File: config.mk
export PLATFORM = sky130hd
export DESIGN_NAME = spi_cmd_slave
export DESIGN_NICKNAME = d
export VERILOG_FILES = /design/src/rtl/spi_chk_pkg.sv /design/src/rtl/spi_sync.sv /design/src/rtl/spi_edge_det.sv /design/src/rtl/spi_frame_ctrl.sv /design/src/rtl/spi_tx_shift.sv /design/src/rtl/spi_cmd_slave.sv
export SDC_FILE = /design/constraint.sdc
export NUM_CORES = 1
export LEC_CHECK = 0
export ABC_AREA = 1
export ABC_CLOCK_PERIOD_IN_PS = 2100
export CAP_MARGIN = 20
export CORE_AREA = 10 10 70 115
export CTS_BUF_LIST = sky130_fd_sc_hd__clkbuf_8
export CTS_CLUSTER_SIZE = 25
export DETAILED_ROUTE_END_ITERATION = 16
export DIE_AREA = 0 0 80 125
export MAX_ROUTING_LAYER = met4
export PLACE_DENSITY = 0.76
export SYNTH_ARGS = -nofsm -noshare
export SYNTH_HDL_FRONTEND = slang
export SYNTH_SLANG_ARGS = --single-unit
File: constraint.sdc
create_clock -name clk -period 2.1 [get_ports clk]
set_input_delay 0.21 -clock clk [delete_from_list [all_inputs] [get_ports clk]]
set_output_delay 0.21 -clock clk [all_outputs]
set_load 0.01 [all_outputs]
File: src/rtl/spi_chk_pkg.sv
package spi_chk_pkg;

    localparam int WORD_W      = 16;
    localparam int SYNC_STAGES = 2;

    // Events recovered from the synchronised serial pins
    typedef struct packed {
        logic sclk_rise;
        logic sclk_fall;
        logic cs_fall;
        logic cs_rise;
    } spi_evt_t;

    // Verdict of one completed frame
    typedef struct packed {
        logic done;
        logic len_bad;
        logic par_bad;
    } frame_verdict_t;

    typedef enum logic {
        FR_IDLE   = 1'b0,
        FR_ACTIVE = 1'b1
    } frame_state_e;

    function automatic logic ones_odd(input logic [WORD_W-1:0] w);
        return ^w;
    endfunction

endpackage

File: src/rtl/spi_sync.sv
module spi_sync #(
    parameter int N_SIG  = 3,
    parameter int STAGES = spi_chk_pkg::SYNC_STAGES,
    parameter logic [N_SIG-1:0] RST_VAL = '0
) (
    input  logic             clk,
    input  logic             rst,
    input  logic [N_SIG-1:0] d_in,
    output logic [N_SIG-1:0] q_out
);

    for (genvar g = 0; g < N_SIG; g++) begin : g_bit
        logic [STAGES-1:0] chain;
        always_ff @(posedge clk) begin
            if (rst) chain <= {STAGES{RST_VAL[g]}};
            else     chain <= {chain[STAGES-2:0], d_in[g]};
        end
        assign q_out[g] = chain[STAGES-1];
    end

endmodule

File: src/rtl/spi_edge_det.sv
module spi_edge_det
    import spi_chk_pkg::*;
(
    input  logic     clk,
    input  logic     rst,
    input  logic     sclk_s,
    input  logic     csn_s,
    output spi_evt_t evt
);

    logic sclk_q;
    logic csn_q;

    always_ff @(posedge clk) begin
        if (rst) begin
            sclk_q <= 1'b0;
            csn_q  <= 1'b1;
        end else begin
            sclk_q <= sclk_s;
            csn_q  <= csn_s;
        end
    end

    always_comb begin
        evt.sclk_rise = sclk_s & ~sclk_q & ~csn_s;
        evt.sclk_fall = ~sclk_s & sclk_q & ~csn_s;
        evt.cs_fall   = ~csn_s & csn_q;
        evt.cs_rise   = csn_s & ~csn_q;
    end

endmodule

File: src/rtl/spi_frame_ctrl.sv
module spi_frame_ctrl
    import spi_chk_pkg::*;
#(
    parameter int W = WORD_W
) (
    input  logic           clk,
    input  logic           rst,
    input  spi_evt_t       evt,
    input  logic           si_s,
    output logic [W-1:0]   rx_word,
    output logic           rx_lsb,
    output frame_verdict_t verdict
);

    localparam int IDX_W = $clog2(W);
    localparam logic [IDX_W-1:0] IDX_LAST = IDX_W'(W - 1);

    frame_state_e     state;
    logic [IDX_W-1:0] bit_idx;
    logic             any_clk;
    logic [W-1:0]     rx_q;

    always_ff @(posedge clk) begin
        if (rst) begin
            state   <= FR_IDLE;
            bit_idx <= '0;
            any_clk <= 1'b0;
            rx_q    <= '0;
        end else if (evt.cs_fall) begin
            state   <= FR_ACTIVE;
            bit_idx <= '0;
            any_clk <= 1'b0;
            rx_q    <= '0;
        end else if (evt.cs_rise) begin
            state   <= FR_IDLE;
        end else if (evt.sclk_rise && state == FR_ACTIVE) begin
            rx_q    <= {rx_q[W-2:0], si_s};
            any_clk <= 1'b1;
            bit_idx <= (bit_idx == IDX_LAST) ? '0 : bit_idx + 1'b1;
        end
    end

    always_comb begin
        verdict.done    = evt.cs_rise & (state == FR_ACTIVE);
        verdict.len_bad = ~any_clk | (bit_idx != '0);
        verdict.par_bad = ~ones_odd(rx_q);
    end

    assign rx_word = rx_q;
    assign rx_lsb  = rx_q[0];

endmodule

File: src/rtl/spi_tx_shift.sv
module spi_tx_shift
    import spi_chk_pkg::*;
#(
    parameter int W = WORD_W
) (
    input  logic         clk,
    input  logic         rst,
    input  spi_evt_t     evt,
    input  logic [W-1:0] load_word,
    input  logic         chain_bit,
    output logic         so_bit
);

    logic [W-1:0] tx_q;

    always_ff @(posedge clk) begin
        if (rst)                tx_q <= '0;
        else if (evt.cs_fall)   tx_q <= load_word;
        else if (evt.sclk_fall) tx_q <= {tx_q[W-2:0], chain_bit};
    end

    assign so_bit = tx_q[W-1];

endmodule

File: src/rtl/spi_cmd_slave.sv
module spi_cmd_slave
    import spi_chk_pkg::*;
#(
    parameter int W      = WORD_W,
    parameter int STAGES = SYNC_STAGES
) (
    input  logic         clk,
    input  logic         rst,
    input  logic         spi_sclk,
    input  logic         spi_cs_n,
    input  logic         spi_si,
    output logic         spi_so,
    output logic         spi_so_oe,
    input  logic [W-1:0] status_word,
    output logic [W-1:0] cmd_word,
    output logic         cmd_valid,
    output logic         parity_err,
    output logic         frame_err
);

    localparam int N_PINS = 3;

    logic [N_PINS-1:0] pins_s;
    spi_evt_t          evt;
    frame_verdict_t    verdict;
    logic [W-1:0]      rx_word;
    logic              rx_lsb;

    spi_sync #(
        .N_SIG   (N_PINS),
        .STAGES  (STAGES),
        .RST_VAL (3'b010)
    ) u_sync (
        .clk   (clk),
        .rst   (rst),
        .d_in  ({spi_si, spi_cs_n, spi_sclk}),
        .q_out (pins_s)
    );

    spi_edge_det u_edge (
        .clk    (clk),
        .rst    (rst),
        .sclk_s (pins_s[0]),
        .csn_s  (pins_s[1]),
        .evt    (evt)
    );

    spi_frame_ctrl #(.W(W)) u_frame (
        .clk     (clk),
        .rst     (rst),
        .evt     (evt),
        .si_s    (pins_s[2]),
        .rx_word (rx_word),
        .rx_lsb  (rx_lsb),
        .verdict (verdict)
    );

    spi_tx_shift #(.W(W)) u_tx (
        .clk       (clk),
        .rst       (rst),
        .evt       (evt),
        .load_word (status_word),
        .chain_bit (rx_lsb),
        .so_bit    (spi_so)
    );

    // Pad enable follows chip select directly so the line is released at once
    assign spi_so_oe = ~spi_cs_n;

    always_ff @(posedge clk) begin
        if (rst) begin
            cmd_word   <= '0;
            cmd_valid  <= 1'b0;
            parity_err <= 1'b0;
            frame_err  <= 1'b0;
        end else begin
            cmd_valid <= 1'b0;
            if (verdict.done) begin
                parity_err <= verdict.par_bad;
                frame_err  <= verdict.len_bad;
                if (!verdict.par_bad && !verdict.len_bad) begin
                    cmd_word  <= rx_word;
                    cmd_valid <= 1'b1;
                end
            end
        end
    end

endmodule

-- After elaboration in Yosys (flattened, before gate mapping)
Index checks and enable logic that the tools add are counted.
- register bits after elaboration: 65
- input port bits: 21
- logic and storage cells: 50
- add/sub/neg operators: 1
- equal/unequal tests: 1
- mux-type cells: 6
- bitwise operators: 17
- reductions and logical operators: 11
- operators with widths (kind ; number):
    $mux 16 ; 2
    $reduce_xor 16->1 ; 1
    $not 1->1 ; 9
    $and 1x1->1 ; 7
    $add 4x1->4 const B ; 1
    $eq 4x4->1 const B ; 1
    $mux 4 ; 1
    $reduce_and 2->1 ; 2
    $reduce_bool 2->1 ; 2
    $reduce_bool 4->1 ; 1
    $reduce_or 2->1 ; 2
    $mux 1 ; 3
    $logic_and 1x1->1 ; 2
    $logic_not 1->1 ; 1
    $or 1x1->1 ; 1

-- Longest topological paths before layout
- depth after elaboration: 5
- gate-level depth with buffers: 13
- depth with buffers taken out: 12

-- Hierarchy
A second synthesis with hierarchy kept.
- cells, all modules: 469
- area total of the unflattened synthesis: 3153.0 um^2
- by module, submodules not included (module ; instances ; cells an instance ; area an instance (um^2)):
    spi_frame_ctrl ; 1 ; 190 ; 1206.2
    spi_cmd_slave ; 1 ; 119 ; 855.8
    spi_tx_shift ; 1 ; 124 ; 812.0
    spi_sync ; 1 ; 22 ; 191.4
    spi_edge_det ; 1 ; 14 ; 87.6

-- Least setup slack after synthesis
No wires, ideal clock.
- path type: register -> register
- start: reg u_sync.g_bit[1].chain[1]
- end: reg u_frame.rx_q[11] (netlist: u_frame.rx_word[11])
- library setup time: 0.070 ns
- arrival time: 1.459 ns
- required time: 2.030 ns
- path slack: 0.571 ns
- stages on the path, launching flop included: 8
- path buffers: 2
- clock period less this slack: 1.529 ns
- path through: dfxtp_1 -> inv_1 -> ha_1 -> clkbuf_1 -> nor2_1 -> clkbuf_1 -> o21ai_0 -> a21oi_1
- RTL lines (what ; line ; source):
    start, declared ; spi_sync.sv:13 ; logic [STAGES-1:0] chain;
    start signal, assigned ; spi_sync.sv:15 ; if (rst) chain <= {STAGES{RST_VAL[g]}};
    start signal, assigned ; spi_sync.sv:16 ; else chain <= {chain[STAGES-2:0], d_in[g]};
    end signal, assigned ; spi_frame_ctrl.sv:37 ; rx_q <= {rx_q[W-2:0], si_s};
    end, declared ; spi_frame_ctrl.sv:21 ; logic [W-1:0] rx_q;

==> metrics.cfg <==
[worst_hold_path]
hp-class=in2reg

[cts]
cts_made_buffers=9
root_buffer=clkbuf_8
cts-hold-fix-buffers=0
clk_pin_slew_ns=0.07
post_cts_buffers=0
clock_latency_ns=0.34
cts_buffer_depth=2
cts_tree=yes
cts_resized=0
cts_sinks=65
htreeDepth=3

[global_routing]
grt.met1_usage_pct=13.1
antenna_found_initial=0
grt_overflow=0
use_met3_pct=3.30
grt.busiest_layer=met2
grt_pass1_vias=2610
grt_usage_pct=13.5
use_met2_pct=23.6
grt_pass1_wl_um=10800
grt_max_degree=26

[synth]
synth_edf_count=0
synth.largest_area_cell=dfxtp_1
synth.most_common_cell=nand2_1
synth_top_area_share_pct=44.1
postSynthCellCount=440
synth-main-ff-cell=dfxtp_1
yosys_register_bits=65
syn_nets=465
syn-cell-area_um2=2950
synth.yosys.seq_area_share_pct=44.1
synth.distinct_cells=23
syn_area_per_cell_um2=6.71
ys_async_sr_fraction_pct=0
synth_common_cells=nand2_1, inv_1, dfxtp_1
synthTopCellsByArea=dfxtp_1, nand2_1, inv_1, a21oi_1, nor2_1
ys_warn_count=0

[run]
maxCapViolations=0

[power]
clock_power_share_pct=39.9
switching_power_w=0.000550
power.share.sequential_pct=54.5
ir_drop_uv=449
p_int_w=0.00177
p_comb_share_pct=5.7
leakage_nw=1.57
pwr_density_cell_nw_per_um2=640
swShare_pct=23.7

[worst_setup_path]
path_cells=inv_1 -> ha_1 -> inv_1 -> nand2_1 -> inv_1 -> nand2_1 -> a21oi_1
cp.arrival_ns=1.88
regToRegSetupSlack_ns=0.49
cp_data_required_time_ns=2.37
crit_start=u_sync.g_bit[1].chain[1]
critPathSlowestCell=inv_1
cp-start-kind=flop
critical_path_class=reg2reg
crit_top_cell=inv_1
critPathMaxStageDelay_ns=0.34
cp_max_fo=14
critPathCapture=u_tx.tx_q[2]
r2r_cells=7
r2r_start=u_sync.g_bit[1].chain[1]
worstReg2RegEnd=u_tx.tx_q[2]
endpoint_kind=flop

[timing]
clock.fmax_mhz=621
setup_viol=0
finClkSkew_ns=0.00970
fin_tns_setup_ns=0
slew_headroom_pct=71.2
tightest_slew_ns=0.431
holdWs_ns=0.395
drv_slew=0
finalHoldViolations=0
min_period_ns=1.61
rsz0062_at_grt=no
finalCritPeriodShare_pct=76.6

[outcome]
outcome=complete, no violations

[floorplan]
dieArea_um2=10000
coreArea_um2=6180
rows=38
die_w_um=80
io_pins=42
initial_core_util_pct=47.8
die_h_um=125

[route]
first_iter_violations=154
via_count=2728
wl_um=6290
post-route-drc-count=0
routedWlPerCell_um=11.1
viasPerCell=4.79
ant_nets=0
dr.pass1.iters=4

[finish]
nets=509
area_delta_synth_final_pct=22.7
drive_gt1_share_pct=5.93
fin_area_um2=3620
diodes=0

[placement]
postPlaceCellArea_um2=3450
routabilityCongestion=0.882
place_hpwl_um=4690
io_buffers=41

==> area by class of cell <==
type                    instances  area [um2]
fillers                       605        2560
multi-input cells             286        1300
flip-flops and latches         65        1300
repair buffers                 49         470
inverters                      73         274
clock buffers                  10         138
well taps                      80         100
clock inverters                 6        35.0
==> state kept, by name (all words and copies together) (netlist names) <==
| name | count |
|---|---|
| cmd_valid | 1 |
| cmd_word | 16 |
| frame_err | 1 |
| parity_err | 1 |
| u_edge.csn_q | 1 |
| u_edge.sclk_q | 1 |
| u_frame.any_clk | 1 |
| u_frame.bit_idx | 4 |
| u_frame.rx_word | 16 |
| u_frame.state | 1 |
| u_sync.g_bit.chain | 6 |
| u_tx.tx_q | 16 |
==> power groups by stage <==
stage / combinational [W] / clock [W] / sequential (W)
final: 0.000131 / 0.000924 / 0.00126
after global routing: 0.000147 / 0.000990 / 0.00126
after CTS: 0.000133 / 0.000945 / 0.00126
after detailed placement: 0.000133 / 0 / 0.00129
after global placement: 0.000130 / 0 / 0.00129
after floorplan: 0.0000704 / 0 / 0.00129
==> routing by layer <==
metal  part of all wire, %  vias up
li1                      -     1443
met1                    41     1228
met2                    53       46
met3                   4.0       11
met4                   2.0        0
met5                     0        -
==> cells by family (layout without fill, tap and decap cells) <==
family                     after synthesis  count (layout)  share of synthesized area, %
and+or+nand+nor                        217             217                          30.2
DFF                                     65              65                          44.1
AOI/OAI and AO/OA                       65              65                          12.3
buffers and inverters                   89             138                          11.8
adders and majority gates                4               4                          1.69
==> critical path, delay by kind of cell (launching register included) <==
kind,cells,cell delay [ns]
buffers and inverters,3,0.54
and+or+nand+nor,2,0.20
AOI/OAI and AO/OA,1,0.16
adders and majority gates,1,0.30
DFF,1,0.33
==> placed cells by master (no fill, tap or decap), drive strengths merged, types with 8 or more instances in the layout <==
| master | count |
|---|---|
| nand2 | 161 |
| inv | 74 |
| dfxtp | 65 |
| clkdlybuf4s50 | 41 |
| nor2 | 29 |
| a21oi | 28 |
| nand3 | 22 |
| o21ai | 18 |
| a31oi | 10 |
| clkbuf | 10 |
| buf | 8 |
==> worst min path at each step <==
| stage | depth (start not counted) | end | slack [ns] | start |
|---|---|---|---|---|
| after floorplan | 2 | u_sync.g_bit[0].chain[0] | 0.32 | spi_sclk |
| after global placement | 2 | u_sync.g_bit[0].chain[1] | 0.40 | u_sync.g_bit[0].chain[0] |
| after detailed placement | 2 | u_sync.g_bit[0].chain[1] | 0.40 | u_sync.g_bit[0].chain[0] |
| after CTS | 3 | u_sync.g_bit[0].chain[0] | 0.39 | spi_sclk |
| after global routing | 3 | u_sync.g_bit[0].chain[0] | 0.42 | spi_sclk |
| final | 3 | u_sync.g_bit[0].chain[0] | 0.40 | spi_sclk |
==> through the flow <==
stage                     instances  worst slack, ns  util, %  total power (W)
after floorplan                 440            0.571        -          0.00136
after global placement          553            0.528     55.8          0.00142
after detailed placement        553            0.507     55.8          0.00142
after CTS                       569            0.495     58.6          0.00234
after global routing            569            0.231     58.6          0.00240
final                           569            0.491     58.6          0.00232
Note: power is estimated with default switching activity, not from simulation.
